### config.mk
export PLATFORM = sky130hd
export DESIGN_NAME = lineaddr_mem
export DESIGN_NICKNAME = d
export VERILOG_FILES = /design/src/rtl/lam_pkg.sv /design/src/rtl/lam_ctrl.sv /design/src/rtl/lam_datapath.sv /design/src/rtl/lineaddr_mem.sv
export SDC_FILE = /design/constraint.sdc
export NUM_CORES = 1
export LEC_CHECK = 0
export ABC_AREA = 1
export BUFFER_PORTS_ARGS = -buffer_cell sky130_fd_sc_hd__buf_4
export CORE_ASPECT_RATIO = 0.8
export CORE_MARGIN = 8
export CORE_UTILIZATION = 42
export DETAILED_ROUTE_END_ITERATION = 12
export HOLD_SLACK_MARGIN = 0.12
export PLACE_DENSITY = 0.67
export SLEW_MARGIN = 20
export SYNTH_ARGS = -nofsm -noshare
export SYNTH_HDL_FRONTEND = slang
export SYNTH_SLANG_ARGS = --single-unit
### constraint.sdc
create_clock -name clk -period 2.75 [get_ports clk]
set_clock_uncertainty 0.15 [all_clocks]
set_input_delay 0.4125 -clock clk [delete_from_list [all_inputs] [get_ports clk]]
set_output_delay 0.4125 -clock clk [all_outputs]
set_load 0.02 [all_outputs]
### src/rtl/lam_pkg.sv
package lam_pkg;

  typedef enum logic [1:0] {
    OP_READ    = 2'd0,
    OP_WRITE   = 2'd1,
    OP_REFRESH = 2'd2,
    OP_SPARE   = 2'd3
  } lamOp_e;

  // strobes from the sequencer to the line array
  typedef struct packed {
    logic shiftEn;
    logic writeMode;
  } lamCtrl_t;

endpackage

### src/rtl/lam_ctrl.sv
module lam_ctrl #(
  parameter int NUM_LINES = 8,
  parameter int LINE_LEN  = 16
) (
  input  logic                         clk,
  input  logic                         rstN,
  input  logic                         startStrobe,
  input  logic [$clog2(NUM_LINES)-1:0] lineAddr,
  input  logic [1:0]                   opCode,
  output lam_pkg::lamCtrl_t            ctrl,
  output logic [$clog2(NUM_LINES)-1:0] selLine,
  output logic                         busy,
  output logic                         done
);
  import lam_pkg::*;

  localparam int CNT_W = (LINE_LEN > 1) ? $clog2(LINE_LEN) : 1;
  localparam logic [CNT_W-1:0] LAST = CNT_W'(LINE_LEN - 1);

  logic [CNT_W-1:0] shiftCnt;
  lamOp_e           opReg;

  always_ff @(posedge clk) begin
    if (!rstN) begin
      busy     <= 1'b0;
      done     <= 1'b0;
      shiftCnt <= '0;
      selLine  <= '0;
      opReg    <= OP_READ;
    end else begin
      done <= 1'b0;
      if (!busy) begin
        if (startStrobe) begin
          busy     <= 1'b1;
          shiftCnt <= '0;
          selLine  <= lineAddr;
          opReg    <= lamOp_e'(opCode);
        end
      end else if (shiftCnt == LAST) begin
        busy <= 1'b0;
        done <= 1'b1;
      end else begin
        shiftCnt <= shiftCnt + 1'b1;
      end
    end
  end

  always_comb begin
    ctrl.shiftEn   = busy;
    ctrl.writeMode = busy && (opReg == OP_WRITE);
  end

  AST_BUSY_END: assert property (@(posedge clk) disable iff (!rstN)
    busy && shiftCnt == LAST |=> !busy && done);
  AST_DONE_PULSE: assert property (@(posedge clk) disable iff (!rstN)
    done |=> !done);
  AST_DONE_FOLLOWS_BUSY: assert property (@(posedge clk) disable iff (!rstN)
    $rose(done) |-> $past(busy));
  AST_TARGET_HELD: assert property (@(posedge clk) disable iff (!rstN)
    busy && shiftCnt != LAST |=> busy && $stable(selLine));

endmodule

### src/rtl/lam_datapath.sv
module lam_datapath #(
  parameter int NUM_LINES = 8,
  parameter int LINE_LEN  = 16
) (
  input  logic                         clk,
  input  logic                         rstN,
  input  lam_pkg::lamCtrl_t            ctrl,
  input  logic [$clog2(NUM_LINES)-1:0] selLine,
  input  logic                         serialIn,
  output logic                         serialOut
);
  import lam_pkg::*;

  logic [LINE_LEN-1:0]  lineReg [NUM_LINES];
  logic [NUM_LINES-1:0] shiftVec;

  // address decoder: at most one line gets shift pulses
  always_comb begin
    shiftVec = '0;
    if (ctrl.shiftEn) begin
      for (int i = 0; i < NUM_LINES; i++) begin
        if (selLine == i[$clog2(NUM_LINES)-1:0]) shiftVec[i] = 1'b1;
      end
    end
  end

  assign serialOut = lineReg[selLine][0];

  for (genvar g = 0; g < NUM_LINES; g++) begin : gLine
    logic feedBit;
    assign feedBit = ctrl.writeMode ? serialIn : lineReg[g][0];

    always_ff @(posedge clk) begin
      if (!rstN) lineReg[g] <= '0;
      else if (shiftVec[g]) lineReg[g] <= {feedBit, lineReg[g][LINE_LEN-1:1]};
    end

    AST_IDLE_HOLD: assert property (@(posedge clk) disable iff (!rstN)
      !shiftVec[g] |=> $stable(lineReg[g]));
    AST_RECIRC: assert property (@(posedge clk) disable iff (!rstN)
      shiftVec[g] && !ctrl.writeMode |=> lineReg[g][LINE_LEN-1] == $past(lineReg[g][0]));
  end

  AST_ONE_LINE: assert property (@(posedge clk) disable iff (!rstN)
    $onehot0(shiftVec));

endmodule

### src/rtl/lineaddr_mem.sv
module lineaddr_mem #(
  parameter int NUM_LINES = 8,
  parameter int LINE_LEN  = 16
) (
  input  logic                         clk,
  input  logic                         rstN,
  input  logic                         startStrobe,
  input  logic [$clog2(NUM_LINES)-1:0] lineAddr,
  input  logic [1:0]                   opCode,
  input  logic                         serialIn,
  output logic                         serialOut,
  output logic                         busy,
  output logic                         done
);
  import lam_pkg::*;

  lamCtrl_t                     ctrl;
  logic [$clog2(NUM_LINES)-1:0] selLine;

  lam_ctrl #(.NUM_LINES(NUM_LINES), .LINE_LEN(LINE_LEN)) i_ctrl (
    .clk(clk), .rstN(rstN), .startStrobe(startStrobe), .lineAddr(lineAddr),
    .opCode(opCode), .ctrl(ctrl), .selLine(selLine), .busy(busy), .done(done)
  );

  lam_datapath #(.NUM_LINES(NUM_LINES), .LINE_LEN(LINE_LEN)) i_datapath (
    .clk(clk), .rstN(rstN), .ctrl(ctrl), .selLine(selLine),
    .serialIn(serialIn), .serialOut(serialOut)
  );

  AST_NO_SHIFT_IDLE: assert property (@(posedge clk) disable iff (!rstN)
    !busy |=> $stable(serialOut) || $past(startStrobe) || $past(done));

endmodule

==> results.toml, run 1 <==
[floorplan]
start_util = 0.433
row_count = 37
fp.coreArea_mm2 = 0.0130
die_area_mm2 = 0.0173
die_h_um = 119
ios = 12
fp.dieW_um = 145

[sta]
grt_setup_unrepaired = "false"
fin_ws_ns = 0.702
post-route-period-util = 0.745
setup_tns_ns = 0
fmax_mhz = 488
drv_slew = 0
relSlewSlack = 0.549
min_period_ns = 2.05
setup-violations-final = 0
tightest_slew_ns = 0.675
hold_viol_final = 0

[yosys]
ys_seq_area_frac = 0.735
yosysUniqueCellTypes = 15
syn_inst = 509
avgSynthCellArea_um2 = 11.0
synth_top_area_cell = "edfxtp_1"
synth_warnings = 0
synth_top_area_frac = 0.685
synth_nets = 519
synth_seq_cells = 142
syn_area_mm2 = 0.00561
synthTopCellsByArea = "edfxtp_1, nor2_1, inv_1"

[cells_and_area]
stdcell_area_mm2 = 0.00653
multi_input_area_um2 = 906
mostFrequentLayoutCells = "nor2_1, inv_1, edfxtp_1"
num-nets-final = 539
seqCellArea_mm2 = 0.00412
fill_cells = 1119
drive_gt1_frac = 0.0830
area_delta_synth_final_pct = 16.4
layout.core_utilization = 0.504
final_common_cell = "nor2_1"
diodes = 0

[place]
place_area_mm2 = 0.00584
hpwl_mm = 5.38
dpl_worst_slack_ns = 0.813
io_buffers = 11
place.gp.congestion = 0.741

[worst_setup_path]
required_ns = 2.19
ff2ff_setup_slack_ns = 0.82
rr_worst_depth = 4
critPathMaxFanout = 5
path_class = "flip-flop to output pin"
critPathCaptureType = "output pin"
r2r-end = "i_datapath.lineReg[1][10]"
worstReg2RegStart = "i_ctrl.busy"
arrival_ns = 1.49
worst_setup_path_start_kind = "flip-flop"

[cts]
ctsHoldBuffers = 0
htree_levels = 4
path_clk_slew_ns = 0.06
cts_setup_buffers = 0
cts_root_buf = "clkbuf_16"
cts_sinks = 142
cts_tree = "done"
cts_resized = 0
numCtsBuffers = 17
clockBufferDepth = 2
clk_latency_ns = 0.41

[power]
power_density_mw_per_mm2 = 813
p_leak_nw = 2.69
worst_ir_drop_vdd_mv = 0.464

[route]
drtAntennaViolNets = 0
drc_errors = 0
vias_per_cell = 4.44
dr.pass1.iters = 4
vias = 3187
wirelength_mm = 8.60
post_drt_wl_per_cell_um = 12.0
drt_iter0_drc = 252

[global_route]
grt_usage = 0.107
grt_pass1_vias = 3158
antenna_found_initial = 0
grt_overflow_total = 0
grt_max_degree = 24
grt_pass1_wl_mm = 14.9

[min_path]
hold_path_end = "i_ctrl.opReg[1]"
min_path_type = "input pin to flip-flop"
hold_start = "opCode[1]"
holdPathStages = 3

[flow_run]
maxCapViolations = 0

[run_status]
status = "completed"
-- how the worst max path moves through the flow --
stage	from	end	slack [ns]	cells after the start
2_1_floorplan	i_ctrl.busy	i_datapath.lineReg[7][0]	0.39	2
3_3_place_gp	i_ctrl.busy	i_datapath.lineReg[1][11]	0.93	4
3_5_place_dp	i_ctrl.busy	i_datapath.lineReg[1][10]	0.81	4
4_1_cts	flip-flop	serialOut	0.69	8
5_1_grt	flip-flop	serialOut	0.57	6
6_report	flip-flop	serialOut	0.70	8
-- cell type report --
cell class              instances  area share
flip-flops and latches        142       0.631
multi-input cells             222       0.139
inverters                     134      0.0770
clock buffers                  22      0.0741
well taps                     175      0.0335
clock inverters                10      0.0318
repair buffers                 12      0.0138
-- critical path: stages, from the launching register on --
cell	delay (ns)
dfxtp_1	0.40
inv_1	0.11
nand2_1	0.07
nand2_1	0.05
nand2_1	0.05
o21ai_0	0.08
nand2_1	0.07
nand2_1	0.09
buf_4	0.17
-- where the power goes --
part | switching [W] | total, W | internal [W]
sequential | 0.0000388 | 0.00249 | 0.00245
combinational | 0.000132 | 0.000177 | 0.0000458
clock | 0.000845 | 0.00264 | 0.00180
total | 0.00101 | 0.00531 | 0.00430
-- flip-flops by register name, summed over array words and instances, names as in the netlist, named ones only --
signal              flops
i_ctrl.shiftCnt         4
i_datapath.lineReg    128
i_ctrl.done             1
i_ctrl.busy             1
i_ctrl.selLine          3
i_ctrl.opReg            2
-- metal layers --
metal | GRT usage | vias to the layer above | part of all wire
met5 | 0 | - | 0
li1 | - | 1614 | -
met2 | 0.158 | 67 | 0.44
met4 | 0.0350 | 0 | 0.0062
met1 | 0.141 | 1500 | 0.51
met3 | 0.0435 | 6 | 0.050
-- cells by family after synthesis --
logic type      share of synthesized area
fa+ha+maj                         0.00223
simple gates                        0.137
compound gates                     0.0223
flops                               0.735
buf+inv                             0.104
-- through the flow --
step | hold slack [ns] | power (W) | instances
2_1_floorplan | 0.280 | 0.00265 | 509
3_3_place_gp | 0.291 | 0.00270 | 685
3_5_place_dp | 0.306 | 0.00271 | 685
4_1_cts | 0.123 | 0.00535 | 717
5_1_grt | 0.147 | 0.00548 | 717
6_report | 0.122 | 0.00531 | 717
-- synthesized netlist by cell type --
| master | count |
|---|---|
| inv_1 | 134 |
| or2_2 | 1 |
| nand2_1 | 40 |
| edfxtp_1 | 128 |
| nor2_1 | 137 |
| buf_6 | 4 |
| o21ai_0 | 11 |
| buf_2 | 7 |
| nor3_1 | 1 |
| ha_1 | 1 |
| nand3_1 | 15 |
| nor2_4 | 1 |
| nand4_1 | 1 |
| a21oi_1 | 14 |
| dfxtp_1 | 14 |
(Power assumes the default switching activity.)
==> inputs of run 2 (changes only) <==
--- a/config.mk
+++ b/config.mk
@@ -5,7 +5,7 @@
 export SDC_FILE = /design/constraint.sdc
 export NUM_CORES = 1
 export LEC_CHECK = 0
-export ABC_AREA = 1
+export ABC_AREA = 0
 export BUFFER_PORTS_ARGS = -buffer_cell sky130_fd_sc_hd__buf_4
 export CORE_ASPECT_RATIO = 0.8
 export CORE_MARGIN = 8
==> constraint.sdc (replaced) <==
create_clock -name clk -period 1.9 [get_ports clk]
set_clock_uncertainty 0.15 [all_clocks]
set_input_delay 0.285 -clock clk [delete_from_list [all_inputs] [get_ports clk]]
set_output_delay 0.285 -clock clk [all_outputs]
set_load 0.02 [all_outputs]
==> run 2 against run 1 <==
Compared with the run above: the flow now finishes with violations (negative setup slack); critical endpoint unchanged; synthesized cell count decreased by 30%; cell count decreased by 18%; worst setup slack got worse by 0.95 ns; highest routed layer unchanged.
==> results.toml, run 2 <==
[run_status]
status = "finished, violations left"
violations = "negative setup slack"

[flow_run]
maxCapViolations = 0

[route]
wirelength_mm = 8.37
drtAntennaViolNets = 0
post_drt_wl_per_cell_um = 14.2
dr.pass1.iters = 4
drc_errors = 0
drt_iter0_drc = 229
vias = 2764
vias_per_cell = 4.69

[yosys]
synth-xor-area-share = 0
synth_warnings = 0
synth_common_cells = "edfxtp_1, and2_1, and2_4"
synth_edf_count = 128
synth_seq_cells = 142
synth_top_area_cell = "edfxtp_1"
avgSynthCellArea_um2 = 15.7
synth.most_common_cell = "edfxtp_1"
ys_seq_area_frac = 0.732
dominantRegCellSynth = "edfxtp_1"
synth-compound-area-share = 0.0360
synth.area.mux_share = 0.0136
synth_top_area_frac = 0.683
synthTopCellsByArea = "edfxtp_1, and2_1, dfxtp_1"
synth_nets = 368
yosysUniqueCellTypes = 35
syn_area_mm2 = 0.00563
syn_inst = 358
synthAdderAreaFrac = 0.00222
synthSimpleGateAreaFrac = 0.198
async_reset_ff_frac = 0
synth_top_family_by_area = "simple AND/OR/NAND/NOR gates"

[sta]
grt_setup_unrepaired = "true"
setup_tns_ns = -0.245
drv_slew = 0
hold_viol_final = 0
whs_ns = 0.337
setup-violations-final = 1
post-route-period-util = 1.13
tightest_slew_ns = 0.627
min_period_ns = 2.15
relSlewSlack = 0.581
fin_ws_ns = -0.245
fmax_mhz = 466

[worst_setup_path]
required_ns = 1.46
path_delay_family = "multiplexers"
critPathMaxStageDelay_ns = 0.48
crit_buf_inv = 1
path_class = "flip-flop to output pin"
critPathCaptureType = "output pin"
arrival_ns = 1.71
cpMaxStageDelayCell = "mux4_2"
cp_cell_sequence = "mux4_2 -> mux2_4 -> buf_6"
critPathMaxFanout = 2
worst_setup_path_start_kind = "flip-flop"

[cells_and_area]
num-nets-final = 407
seqCellArea_mm2 = 0.00413
largest_reg_flops = 128
mostFrequentLayoutCells = "edfxtp_1, and2_1, and2_4"
final_common_cell = "edfxtp_1"
diodes = 0
multi_input_area_mm2 = 0.00147
area_delta_synth_final_pct = 20.5
regMostFlops = "i_datapath.lineReg"
drive_gt1_frac = 0.252
fill_cells = 1132
final_cells = 589
top_regs = "i_datapath.lineReg x128, i_ctrl.shiftCnt x4, i_ctrl.selLine x3"

[global_route]
antenna_found_initial = 0
grt_max_degree = 17
grt_pass1_wl_mm = 14.4
grt_overflow_total = 0
grt_pass1_vias = 2780
grt_usage = 0.105

[cts]
cts_setup_buffers = 0
clk_latency_ns = 0.41
cts_tree = "done"
cts_sinks = 142
path_clk_slew_ns = 0.06
numCtsBuffers = 17
cts_root_buf = "clkbuf_16"
clockBufferDepth = 2
htree_levels = 4

[power]
worst_ir_drop_vdd_mv = 0.839
power_density_mw_per_mm2 = 1040
p_leak_nw = 2.49

[floorplan]
fp.dieW_um = 145
fp.coreArea_mm2 = 0.0133
die_h_um = 120
die_area_mm2 = 0.0174
start_util = 0.423
row_count = 38
ios = 12

[place]
dp.cells = 548
place.gp.congestion = 0.744
hpwl_mm = 4.99
dpl_worst_slack_ns = 0.157
io_buffers = 11

[min_path]
min_path_type = "flip-flop to flip-flop"
-- run 2: cell count changes after synthesis, sizes merged, moves of 3 or more --
| cell | change |
|---|---|
| a21boi | +14 |
| a21oi | -13 |
| and2 | +120 |
| clkbuf | +5 |
| inv | -133 |
| nand2 | -23 |
| nand2b | +5 |
| nand3 | -10 |
| nor2 | -130 |
| nor3 | +3 |
| o21ai | +3 |
-- run 2: cell type report --
type / instances / area share
sequential: 142 / 0.609
multi-input combinational: 201 / 0.216
clock buffer: 17 / 0.0627
timing repair buffer: 34 / 0.0566
tap: 180 / 0.0332
clock inverter: 14 / 0.0223
inverter: 1 / 0.000553
-- run 2: repair_timing --
action | CTS | global route
setup endpoints to repair | 1 | 18
gates resized for setup | 3 | 3
hold endpoints to repair | 14 | 0
hold buffers | 10 | 0
-- run 2: cell families (layout without fill, tap and decap cells) --
group                    after synthesis  count (layout)
AO/OA/AOI/OAI                         32              32
AND/OR/NAND/NOR                      163             163
buffers and inverters                 15              66
adder cells (fa/ha/maj)                1               1
flip-flops                           142             142
multiplexers                           5               5
-- run 2: worst register-to-register path, stage by stage (launching register included) --
cell and delay (ns):
dfxtp_4 0.44, nand2b_1 0.21, buf_4 0.17, nand2_1 0.05
a21boi_0 0.16, dlygate4sd3_1 0.56
-- run 2: final timing paths --
kind,startpoint,to,slack [ns],cells past startpoint
max,i_datapath.lineReg[6][0],serialOut,-0.25,3
max reg2reg,i_ctrl.busy,i_ctrl.opReg[1],0.10,5
min reg2reg,i_ctrl.shiftCnt[3],i_ctrl.done,0.34,2
min,i_ctrl.shiftCnt[3],i_ctrl.done,0.34,2
-- run 2: metrics by stage --
step           cell area (um^2)  utilization  power, W
2_1_floorplan              5680            -   0.00379
3_3_place_gp               6090        0.458   0.00391
3_5_place_dp               6090        0.458   0.00392
4_1_cts                    6780        0.509   0.00717
5_1_grt                    6790        0.510   0.00732
6_report                   6790        0.510   0.00709
-- run 2: power by group --
group | internal (W) | total (W) | switching (W)
clock | 0.00203 | 0.00321 | 0.00118
sequential | 0.00354 | 0.00360 | 0.0000639
combinational | 0.000128 | 0.000276 | 0.000147
-- run 2: layer usage --
metal / global-route usage / routed length (um)
met4: 0.0370 / 81
met2: 0.139 / 3490
met3: 0.0403 / 374
met1: 0.152 / 4430
met5: 0 / 0
==> inputs of run 3 (changes only) <==
--- a/config.mk
+++ b/config.mk
@@ -8,11 +8,11 @@
 export ABC_AREA = 0
 export BUFFER_PORTS_ARGS = -buffer_cell sky130_fd_sc_hd__buf_4
 export CORE_ASPECT_RATIO = 0.8
-export CORE_MARGIN = 8
+export CORE_MARGIN = 2
 export CORE_UTILIZATION = 42
 export DETAILED_ROUTE_END_ITERATION = 12
 export HOLD_SLACK_MARGIN = 0.12
-export PLACE_DENSITY = 0.67
+export PLACE_DENSITY_LB_ADDON = 0.3
 export SLEW_MARGIN = 20
 export SYNTH_ARGS = -nofsm -noshare
 export SYNTH_HDL_FRONTEND = slang
==> run 3 against run 2 <==
Compared with the run above: the flow still finishes with violations (negative setup slack); clock power grew 6.9%; flip-flop and latch count did not move; sequential power barely moved; first-iteration DRC count up 14%; cell count fell by 0.85%; via count shrank 0.22%; hold slack lost 0.12 ns; die area fell by 17%; wire length up 3.2%; power increased by 2.8%; core utilization increased by 0.98 points; sequential share of layout area is 0.41 points higher; critical path type unchanged; largest power group unchanged.
==> results.toml, run 3 (synthesis gave the netlist of run 2 again) <==
[run_status]
status = "finished, violations left"
violations = "negative setup slack"

[power]
p_sw_frac = 0.214
p_int_w = 0.00573
worst_ir_drop_vdd_mv = 0.662
p_sw_w = 0.00156
p_seq_frac = 0.493
pwr-share-comb = 0.036
p_leak_nw = 2.49
power_w = 0.00729
power_density_mw_per_mm2 = 1080
p_clk_frac = 0.471

[worst_setup_path]
critPathMaxFanout = 2
critPathMaxStageDelay_ns = 0.49
cpMaxStageDelayCell = "mux4_2"
worst_setup_path_start_kind = "flip-flop"
path_class = "flip-flop to output pin"
required_ns = 1.46
arrival_ns = 1.75
cp_cell_sequence = "mux4_2 -> mux2_4 -> buf_6"
critPathCaptureType = "output pin"

[floorplan]
fp.coreArea_mm2 = 0.0130
row_count = 37
die_h_um = 108
fp.dieW_um = 133
start_util = 0.434
ios = 12
die_area_mm2 = 0.0144

[cells_and_area]
regMostFlops = "i_datapath.lineReg"
mostFrequentLayoutCells = "edfxtp_1, and2_1, buf_4"
diodes = 0
top_regs = "i_datapath.lineReg x128, i_ctrl.shiftCnt x4, i_ctrl.selLine x3"
largest_reg_flops = 128
final_cells = 584
area_delta_synth_final_pct = 19.6
final_common_cell = "edfxtp_1"
drive_gt1_frac = 0.267
stdcell_area_mm2 = 0.00674
fill_cells = 1069
num-nets-final = 406

[cts]
numCtsBuffers = 17
clk_latency_ns = 0.42
cts_tree = "done"
cts_root_buf = "clkbuf_16"
clockBufferDepth = 2
htree_levels = 4
path_clk_slew_ns = 0.06
cts_sinks = 142

[global_route]
grt_pass1_wl_mm = 14.7
grt_max_degree = 17
grt_pass1_vias = 2812
antenna_found_initial = 0
grt_usage = 0.136
grt_overflow_total = 0

[sta]
grt_setup_unrepaired = "true"
relSlewSlack = 0.718
min_period_ns = 2.19
fin_ws_ns = -0.285
drv_slew = 0
hold_viol_final = 0
setup-violations-final = 1
tightest_slew_ns = 0.422
fmax_mhz = 458
post-route-period-util = 1.15

[route]
wirelength_mm = 8.64
vias = 2758
drtAntennaViolNets = 0
drc_errors = 0
drt_iter0_drc = 261
vias_per_cell = 4.72
post_drt_wl_per_cell_um = 14.8
dr.pass1.iters = 4

[min_path]
min_path_type = "input pin to flip-flop"

[place]
dpl_worst_slack_ns = 0.114
place_area_mm2 = 0.00603
dp.cells = 543
hpwl_mm = 5.13
place.gp.congestion = 0.746
io_buffers = 11

[flow_run]
maxCapViolations = 0
run 3: changes by cell type in the layout (fill, tap and decap cells not counted), sizes merged:
cell,previous run,this run
dlygate4sd3,10,6
inv,1,6
buf,24,27
clkinvlp,3,2
clkinv,8,5
run 3: power groups by stage:
stage          clock, W  sequential [W]  combinational [W]
5_1_grt         0.00364         0.00361           0.000286
4_1_cts         0.00349         0.00360           0.000260
2_1_floorplan         0         0.00363           0.000160
3_5_place_dp          0         0.00366           0.000244
3_3_place_gp          0         0.00366           0.000239
6_report        0.00343         0.00360           0.000261
run 3: repair_timing:
action | CTS | global route
endpoints found under the setup margin | 1 | 2
pin swaps | 0 | 1
hold buffers | 6 | 0
endpoints found under the hold margin | 14 | 0
resized for setup | 3 | 0
buffers inserted | 1 | 2
run 3: stage by stage:
step	util	TNS, ns	hold WS, ns
global placement	0.466	0	0.298
global route	0.520	-0.336	0.246
floorplan	-	0	0.280
CTS	0.518	-0.306	0.211
detailed placement	0.466	0	0.309
finish	0.520	-0.285	0.215
run 3: path summary, 6_finish.rpt:
check                      startpoint                       end  slack (ns)  cells after the start
min reg2reg        i_ctrl.shiftCnt[3]               i_ctrl.done        0.32                      2
max          i_datapath.lineReg[6][0]                 serialOut       -0.29                      3
min                       startStrobe           i_ctrl.opReg[0]        0.21                      4
max reg2reg               i_ctrl.busy  i_datapath.lineReg[4][7]        0.20                      3
run 3: worst max-delay path: cells and delay by family (launching register included):
| family | cells | cell delay (ns) |
|---|---|---|
| muxes | 2 | 0.78 |
| buffers and inverters | 1 | 0.13 |
| DFF | 1 | 0.42 |
run 3: area by class of cell:
class / count / area [um^2] / area share
sequential: 142 / 4130 / 0.613
multi-input combinational: 201 / 1460 / 0.217
clock buffer: 17 / 425 / 0.0632
timing repair buffer: 33 / 317 / 0.0470
tap: 175 / 219 / 0.0325
clock inverter: 15 / 184 / 0.0273
inverter: 1 / 3.75 / 0.000557
run 3: metal layers:
| metal | global-route usage | part of all wire | up-vias |
|---|---|---|---|
| li1 | - | - | 1347 |
| met1 | 0.190 | 0.50 | 1360 |
| met2 | 0.189 | 0.44 | 37 |
| met3 | 0.0532 | 0.042 | 14 |
| met4 | 0.0593 | 0.017 | 0 |
| met5 | 0 | 0 | - |
